--- config.mk ---
export PLATFORM = sky130hd
export DESIGN_NAME = cache_ctrl_2way
export DESIGN_NICKNAME = d
export VERILOG_FILES = /design/src/rtl/cache_pkg.sv /design/src/rtl/cache_way.sv /design/src/rtl/cache_use_bits.sv /design/src/rtl/cache_ctrl_2way.sv
export SDC_FILE = /design/constraint.sdc
export NUM_CORES = 1
export LEC_CHECK = 0
export CAP_MARGIN = 20
export CELL_PAD_IN_SITES_DETAIL_PLACEMENT = 1
export CELL_PAD_IN_SITES_GLOBAL_PLACEMENT = 1
export CORE_MARGIN = 4
export CORE_UTILIZATION = 30
export DETAILED_ROUTE_END_ITERATION = 10
export DONT_BUFFER_PORTS = 1
export PLACE_DENSITY_LB_ADDON = 0.2
export SYNTH_ARGS = -nofsm -noshare
export SYNTH_HDL_FRONTEND = slang
export SYNTH_HIERARCHICAL = 1
export SYNTH_SLANG_ARGS = --single-unit
--- constraint.sdc ---
create_clock -name clk -period 17.9 [get_ports clk]
set_input_delay 0.895 -clock clk [delete_from_list [all_inputs] [get_ports clk]]
set_output_delay 0.895 -clock clk [all_outputs]
set_load 0.01 [all_outputs]
--- src/rtl/cache_pkg.sv ---
package cache_pkg;
  typedef enum logic [1:0] {
    ST_IDLE,
    ST_WB,
    ST_FILL_REQ,
    ST_FILL_WAIT
  } cstate_t;
endpackage

--- src/rtl/cache_way.sv ---
module cache_way #(
  parameter int TAG_W  = 7,
  parameter int IDX_W  = 3,
  parameter int OFF_W  = 2,
  parameter int DATA_W = 16
) (
  input  logic              clk,
  input  logic              rst_n,
  input  logic [IDX_W-1:0]  lk_idx,
  input  logic [OFF_W-1:0]  lk_off,
  input  logic [TAG_W-1:0]  lk_tag,
  output logic              lk_hit,
  output logic [DATA_W-1:0] lk_word,
  output logic              lk_valid,
  output logic              lk_dirty,
  output logic [TAG_W-1:0]  lk_line_tag,
  input  logic              wr_en,
  input  logic [IDX_W-1:0]  wr_idx,
  input  logic [OFF_W-1:0]  wr_off,
  input  logic [DATA_W-1:0] wr_data,
  input  logic              wr_dirty,
  input  logic              fill_en,
  input  logic [TAG_W-1:0]  fill_tag
);
  localparam int SETS  = 1 << IDX_W;
  localparam int WORDS = 1 << OFF_W;

  logic [DATA_W-1:0] data_q [SETS][WORDS];
  logic [TAG_W-1:0]  tag_q  [SETS];
  logic [SETS-1:0]   valid_q;
  logic [SETS-1:0]   dirty_q;

  always_ff @(posedge clk or negedge rst_n) begin
    if (!rst_n) begin
      valid_q <= '0;
      dirty_q <= '0;
    end else if (fill_en) begin
      valid_q[wr_idx] <= 1'b1;
      dirty_q[wr_idx] <= 1'b0;
    end else if (wr_en && wr_dirty) begin
      dirty_q[wr_idx] <= 1'b1;
    end
  end

  always_ff @(posedge clk) begin
    if (wr_en) data_q[wr_idx][wr_off] <= wr_data;
    if (fill_en) tag_q[wr_idx] <= fill_tag;
  end

  assign lk_valid    = valid_q[lk_idx];
  assign lk_dirty    = dirty_q[lk_idx];
  assign lk_line_tag = tag_q[lk_idx];
  assign lk_hit      = lk_valid && (tag_q[lk_idx] == lk_tag);
  assign lk_word     = data_q[lk_idx][lk_off];

  a_r6_write_marks_dirty: assert property (@(posedge clk) disable iff (!rst_n)
    (wr_en && wr_dirty && !fill_en) |=> dirty_q[$past(wr_idx)]);

  a_r4_fill_valid_clean: assert property (@(posedge clk) disable iff (!rst_n)
    fill_en |=> (valid_q[$past(wr_idx)] && !dirty_q[$past(wr_idx)]));
endmodule

--- src/rtl/cache_use_bits.sv ---
module cache_use_bits #(
  parameter int IDX_W = 3
) (
  input  logic             clk,
  input  logic             rst_n,
  input  logic             touch_en,
  input  logic [IDX_W-1:0] touch_idx,
  input  logic             touch_way,
  input  logic [IDX_W-1:0] lk_idx,
  output logic [1:0]       lk_use
);
  localparam int SETS = 1 << IDX_W;

  logic [1:0] use_q [SETS];

  always_ff @(posedge clk or negedge rst_n) begin
    if (!rst_n) begin
      for (int s = 0; s < SETS; s++) use_q[s] <= 2'b00;
    end else if (touch_en) begin
      use_q[touch_idx] <= touch_way ? 2'b10 : 2'b01;
    end
  end

  assign lk_use = use_q[lk_idx];

  a_r5_use_onehot: assert property (@(posedge clk) disable iff (!rst_n)
    touch_en |=> $onehot(use_q[$past(touch_idx)]));
endmodule

--- src/rtl/cache_ctrl_2way.sv ---
module cache_ctrl_2way
  import cache_pkg::*;
#(
  parameter int ADDR_W     = 12,
  parameter int DATA_W     = 16,
  parameter int LINE_WORDS = 4,
  parameter int SETS       = 8
) (
  input  logic              clk,
  input  logic              rst_n,
  input  logic              req_valid,
  input  logic              req_write,
  input  logic [ADDR_W-1:0] req_addr,
  input  logic [DATA_W-1:0] req_wdata,
  output logic              req_ready,
  output logic [DATA_W-1:0] resp_rdata,
  output logic              mem_valid,
  output logic              mem_we,
  output logic [ADDR_W-1:0] mem_addr,
  output logic [DATA_W-1:0] mem_wdata,
  input  logic              mem_ready,
  input  logic              mem_rvalid,
  input  logic [DATA_W-1:0] mem_rdata
);
  localparam int OFF_W = $clog2(LINE_WORDS);
  localparam int IDX_W = $clog2(SETS);
  localparam int TAG_W = ADDR_W - IDX_W - OFF_W;
  localparam logic [OFF_W-1:0] LAST = OFF_W'(LINE_WORDS - 1);

  cstate_t state;
  logic [OFF_W-1:0] cnt;
  logic [IDX_W-1:0] miss_idx;
  logic [TAG_W-1:0] miss_tag, vic_tag;
  logic             vic_way;

  logic [OFF_W-1:0] req_off;
  logic [IDX_W-1:0] req_idx;
  logic [TAG_W-1:0] req_tag;
  assign req_off = req_addr[OFF_W-1:0];
  assign req_idx = req_addr[OFF_W +: IDX_W];
  assign req_tag = req_addr[ADDR_W-1 -: TAG_W];

  logic             idle;
  logic [IDX_W-1:0] lk_idx;
  logic [OFF_W-1:0] lk_off;
  assign idle   = (state == ST_IDLE);
  assign lk_idx = idle ? req_idx : miss_idx;
  assign lk_off = (state == ST_WB) ? cnt : req_off;

  logic [1:0]        hit, vld, drt, wr_en, fill_en;
  logic [DATA_W-1:0] word [2];
  logic [TAG_W-1:0]  ltag [2];
  logic [1:0]        use_bits;
  logic              hit_any, fill_done, victim;
  logic [OFF_W-1:0]  wr_off;
  logic [DATA_W-1:0] wr_data;

  assign hit_any   = |hit;
  assign req_ready = idle && req_valid && hit_any;
  assign resp_rdata = hit[1] ? word[1] : word[0];
  assign fill_done = (state == ST_FILL_WAIT) && mem_rvalid && (cnt == LAST);
  assign wr_off    = idle ? req_off : cnt;
  assign wr_data   = idle ? req_wdata : mem_rdata;

  always_comb begin
    if (!vld[0])      victim = 1'b0;
    else if (!vld[1]) victim = 1'b1;
    else              victim = use_bits[0];
  end

  for (genvar w = 0; w < 2; w++) begin : g_way
    assign wr_en[w] = (req_ready && req_write && hit[w]) ||
                      ((state == ST_FILL_WAIT) && mem_rvalid && (vic_way == w));
    assign fill_en[w] = fill_done && (vic_way == w);
    cache_way #(.TAG_W(TAG_W), .IDX_W(IDX_W), .OFF_W(OFF_W), .DATA_W(DATA_W)) i_way (
      .clk(clk), .rst_n(rst_n),
      .lk_idx(lk_idx), .lk_off(lk_off), .lk_tag(req_tag),
      .lk_hit(hit[w]), .lk_word(word[w]), .lk_valid(vld[w]), .lk_dirty(drt[w]),
      .lk_line_tag(ltag[w]),
      .wr_en(wr_en[w]), .wr_idx(lk_idx), .wr_off(wr_off), .wr_data(wr_data),
      .wr_dirty(idle), .fill_en(fill_en[w]), .fill_tag(miss_tag)
    );
  end

  cache_use_bits #(.IDX_W(IDX_W)) i_use (
    .clk(clk), .rst_n(rst_n),
    .touch_en(req_ready || fill_done), .touch_idx(lk_idx),
    .touch_way(idle ? hit[1] : vic_way),
    .lk_idx(lk_idx), .lk_use(use_bits)
  );

  always_ff @(posedge clk or negedge rst_n) begin
    if (!rst_n) begin
      state    <= ST_IDLE;
      cnt      <= '0;
      miss_idx <= '0;
      miss_tag <= '0;
      vic_tag  <= '0;
      vic_way  <= 1'b0;
    end else begin
      unique case (state)
        ST_IDLE: if (req_valid && !hit_any) begin
          miss_idx <= req_idx;
          miss_tag <= req_tag;
          vic_way  <= victim;
          vic_tag  <= ltag[victim];
          cnt      <= '0;
          state    <= (vld[victim] && drt[victim]) ? ST_WB : ST_FILL_REQ;
        end
        ST_WB: if (mem_ready) begin
          cnt <= cnt + 1'b1;
          if (cnt == LAST) state <= ST_FILL_REQ;
        end
        ST_FILL_REQ: if (mem_ready) state <= ST_FILL_WAIT;
        ST_FILL_WAIT: if (mem_rvalid) begin
          cnt   <= cnt + 1'b1;
          state <= (cnt == LAST) ? ST_IDLE : ST_FILL_REQ;
        end
        default: state <= ST_IDLE;
      endcase
    end
  end

  assign mem_valid = (state == ST_WB) || (state == ST_FILL_REQ);
  assign mem_we    = (state == ST_WB);
  assign mem_addr  = {(state == ST_WB) ? vic_tag : miss_tag, miss_idx, cnt};
  assign mem_wdata = word[vic_way];

  a_r8_miss_goes_busy: assert property (@(posedge clk) disable iff (!rst_n)
    (idle && req_valid && !req_ready) |=> !idle);

  a_r7_wb_then_fill: assert property (@(posedge clk) disable iff (!rst_n)
    ((state == ST_WB) && mem_ready && (cnt == LAST)) |=>
      ((state == ST_FILL_REQ) && (cnt == '0)));

  a_r3_hold_mem_cmd: assert property (@(posedge clk) disable iff (!rst_n)
    (mem_valid && !mem_ready) |=>
      (mem_valid && $stable(mem_addr) && $stable(mem_we)));

  a_r2_one_way_hits: assert property (@(posedge clk) disable iff (!rst_n)
    req_valid |-> $onehot0(hit));
endmodule

# Yosys cells after proc, flatten, opt, wreduce, memory -nomap -nowiden

Memory sizes are Yosys's and may differ from the RTL's.
Index checks and enable logic that the tools add are counted.

Register bits after elaboration: 70
RAM bits: 1136
Output and inout port bits: 47
Logic and storage cells: 158
Memories kept: 4

Memory list:

| name                  | depth | bits a word | rd ports | clocked after memory_dff | wr ports | line            | source |
|---|---|---|---|---|---|---|---|
| g_way[0].i_way.data_q | 8     | 64          | 1        | 0                        | 1        | cache_way.sv:28 | `logic [DATA_W-1:0] data_q [SETS][WORDS];` |
| g_way[1].i_way.data_q | 8     | 64          | 1        | 0                        | 1        | cache_way.sv:28 |  |
| g_way[0].i_way.tag_q  | 8     | 7           | 1        | 0                        | 1        | cache_way.sv:29 | `logic [TAG_W-1:0] tag_q [SETS];` |
| g_way[1].i_way.tag_q  | 8     | 7           | 1        | 0                        | 1        | cache_way.sv:29 |  |

$add $sub $neg: 1
Magnitude comparators: 10
Eq/ne operators: 11
Multiplexer cells: 68
Bitwise gates (word level): 13
Reductions and logical operators: 33

Operator list:

| operator             | count |
|---|---|
| $mux W16             | 10 |
| $mux W64             | 2 |
| $bmux W16 S2         | 2 |
| $demux W16 S2        | 1 |
| $mux W8              | 4 |
| $or A8 B8 Y8         | 4 |
| $mux W2              | 14 |
| $mux W7              | 4 |
| $logic_and A1 B1 Y1  | 20 |
| $mux W1              | 20 |
| $and A8 B8 Y8        | 2 |
| $bwmux W16           | 1 |
| $eq A7 B7 Y1         | 2 |
| $bmux W1 S3          | 4 |
| $not A8 Y8           | 1 |
| $pmux W2 S4          | 1 |
| $bmux W2 S3          | 1 |
| $demux W2 S3         | 1 |
| $eq A2 B2 Y1 const B | 3 |
| $ge A3 B3 Y1 const B | 2 |
| $ne A2 B2 Y1 const B | 3 |
| $not A2 Y3           | 2 |
| $pmux W2 S3          | 1 |
| $reduce_and A5 Y1    | 1 |
| other kinds (23)     | 30 |

# Logic depth before layout (Yosys ltp)

Word-level depth: 14
Depth in mapped cells: 20

# Modules after synthesis

The synthesis kept the hierarchy.

By module, submodules not included:

| module                     | times used | cells an instance | area each (sq um) |
|---|---|---|---|
| cache_way (g_way[1].i_way) | 1          | 1083              | 22766.8 |
| cache_way (g_way[0].i_way) | 1          | 1054              | 22679.3 |
| cache_ctrl_2way            | 1          | 182               | 1959.4 |
| cache_use_bits             | 1          | 55                | 817.0 |

# Least setup slack after synthesis

OpenSTA, ideal clock, no wires.

Path type: reg2reg
Start point: reg state[0]
End point: mem g_way[0].i_way/data_q[3][48] (netlist bit), enable pin
Arrival: 5.381 ns
Data required time: 17.512 ns
Setup slack: 12.131 ns
Cell stages (with the launch flop): 19
Clock period less this slack: 5.769 ns
Cells stage by stage: dfrtp_1 inv_1 ha_1 buf_2 mux2_2 buf_2 buf_2 mux4_2 mux2_2 xnor2_1 nand4_1 nor4b_2 clkbuf_1 o211a_1 nand3_1 o21ai_0 or3b_2 clkbuf_1 nor2_1

RTL lines:

| item                     | line                   | source |
|---|---|---|
| start: declaration       | cache_ctrl_2way.sv:30  | `cstate_t state;` |
| start signal: assignment | cache_ctrl_2way.sv:108 | `state <= (vld[victim] && drt[victim]) ? ST_WB : ST_FILL_REQ;` |
| start signal: assignment | cache_ctrl_2way.sv:117 | `state <= (cnt == LAST) ? ST_IDLE : ST_FILL_REQ;` |
| end: declaration         | cache_way.sv:28        |  |

==> impl_metrics.toml <==
[sta]
fmax_mhz = 128
whs_ps = 299
fin_crit_ps = 7810
max-slew-margin-rel = 0.315
hold_viol = 0
rsz0062_at_grt = "false"
tns_ps = 0
worst_pin_slew_ps = 1030
slew_viol_final = 0
finClkSkew_ps = 34.1
fin_crit_sh = 0.437
finalSetupViolations = 0

[worst_setup_path]
r2r_cells = 16
max_stage_delay_ps = 800
r2r-end = "g_way[1].i_way/data_q[1][36]"
crit_chain = "inv_1 -> ha_2 -> buf_4 -> mux2_8 -> buf_4 -> buf_4 -> buf_4 -> mux4_2 -> mux2_2 -> nand2_1 -> nand3_1 -> o21a_1 -> mux2_2"
cpMaxStageDelayCell = "buf_4"
crit_fanout = 72
rr_startpoint = "state[0]"
required_ps = 17010
worstSetupStartpoint = "state[0]"
cpMostUsedCell = "buf_4"
arrival_ps = 6920
reg2reg_slack_ps = 11200
end_kind = "primary output"
worstSetupEndpoint = "resp_rdata[2]"
startpoint_type = "flip-flop"
critical_path_class = "flip-flop to primary output"

[min_path]
min-delay-start = "req_addr[7]"
hold_class = "input port to flip-flop"

[floorplanning]
pin_count = 97
die_h_um = 407
dieArea_sq_um = 166000
core_area_sq_um = 159000
die_w_um = 407
row_count = 146
initial_core_util = 0.302

[cts]
cts_made_buffers = 131
cts_tree = "built"
clkTransAtPathRegs_ps = 60
cts_htree_levels = 4
clock_sinks = 1198
insertion_delay_ps = 750
cts-root-buf = "clkbuf_16"
cts_buffer_depth = 3
cts_resized = 0

[placed_design]
place_area_sq_um = 50700
portBuffers = 0
gp_congestion = 0.737
place_hpwl_um = 78500

[global_routing]
grt_max_degree = 78
antenna_found_initial = 11
grt_pass1_vias = 24900
grt_use_total = 0.158
grt.overflow.total = 0
grt_pass1_wl_um = 189000

[yosys]
synth_nets = 2412
avgSynthCellArea_sq_um = 20.3
synth_warnings = 6
netlist_area_sq_um = 47900
syn_inst = 2355

[routing]
wire_per_inst_um = 28.4
antenna_left = 0
wirelength_um = 132000
drcViolationCount = 0
drtIter0Drc = 1940
dr.pass1.iters = 7
via_count = 23100
vias_per_cell = 4.98

[cells_and_area]
nets = 2523
syn_to_final_growth_pct = 14.9
post-route-cell-area_sq_um = 55000
drive_gt1_frac = 0.286

[pwr]
ir_drop_mv = 0.109
leakage_nw = 17.6
power.total_w = 0.00907
power_density_nw_per_um2 = 165

[flow_run]
cap_violations = 0

[run_status]
status = "completed"
-- flip-flops by register name, indices dropped and copies added (netlist names), named ones only --
register,cells
g_way.i_way/data_q,1024
g_way.i_way/valid_q,16
cnt,2
vic_tag,7
vic_way,1
miss_tag,7
miss_idx,3
g_way.i_way/tag_q,112
state,2
i_use/use_q,8
-- worst max-delay path: cells and delay by family (launching register included) --
family	cells	cell delay (ps)
AOI/OAI and AO/OA	1	290
adders and majority gates	1	200
buffers and inverters	5	2810
DFF	1	440
muxes	4	1850
and+or+nand+nor	2	350
-- worst min path at each step --
| stage | endpoint | slack, ps | cells past startpoint |
|---|---|---|---|
| 2_1_floorplan | g_way[0].i_way/valid_q[2] | 430 | 1 |
| 3_3_place_gp | g_way[1].i_way/valid_q[2] | 440 | 1 |
| 3_5_place_dp | g_way[0].i_way/valid_q[3] | 450 | 1 |
| 4_1_cts | miss_tag[2] | 230 | 1 |
| 5_1_grt | miss_tag[4] | 250 | 1 |
| 6_report | miss_tag[2] | 300 | 1 |
-- per-stage QoR --
| stage | cells | worst slack (ps) | utilization |
|---|---|---|---|
| final | 4645 | 10090 | 0.347 |
| after CTS | 4641 | 9790 | 0.347 |
| after detailed placement | 4402 | 10630 | 0.320 |
| after floorplan | 2355 | 12150 | - |
| after global routing | 4643 | 9400 | 0.347 |
| after global placement | 4399 | 10640 | 0.320 |
-- power by group --
part,internal [W],total [W],switching (W),leakage [nW]
clock,0.00155,0.00266,0.00111,2.06
combinational,0.00114,0.00298,0.00184,4.53
sequential,0.00335,0.00343,0.0000800,11.0
total,0.00604,0.00907,0.00303,17.6
-- cell type report --
type	count	area, sq um
tap	2072	2590
timing repair buffer	109	856
antenna	3	7.51
sequential	1198	35700
multi-input combinational	1006	11600
inverter	20	75.1
fill	15500	104000
clock inverter	75	766
clock buffer	162	3460
-- routing by layer --
metal	track usage	wire length, um	part of all wire
met5	0	42	0.00032
met2	0.245	61100	0.46
met3	0.0420	8190	0.062
met4	0.0450	3390	0.026
met1	0.219	59100	0.45
-- repair_timing --
action | CTS | global route
endpoints found under the hold margin | 62 | 0
hold buffers | 2 | 0
buffers inserted | 0 | 0
-- cells in the final DEF (no fill, tap or decap), types with 6 or more instances in the layout --
| cell | instances |
|---|---|
| a211oi_1 | 16 |
| clkbuf_16 | 133 |
| nand3b_1 | 16 |
| nor2_1 | 143 |
| nand2_1 | 60 |
| a31oi_1 | 23 |
| bufinv_16 | 12 |
| mux4_2 | 270 |
| clkbuf_1 | 27 |
| dfrtp_1 | 62 |
| xor2_1 | 9 |
| a22oi_1 | 16 |
| o22ai_1 | 18 |
| edfxtp_1 | 1136 |
| clkinv_2 | 21 |
| nand3_1 | 24 |
| inv_6 | 6 |
| o21a_1 | 16 |
| o211ai_1 | 16 |
| clkinv_1 | 23 |
| mux2i_1 | 99 |
| and2_1 | 20 |
| o21ai_0 | 12 |
| inv_1 | 20 |
| ha_1 | 6 |
| mux2_2 | 127 |
| a21oi_1 | 32 |
| or2_2 | 18 |
| buf_4 | 105 |
(Power assumes the default switching activity.)
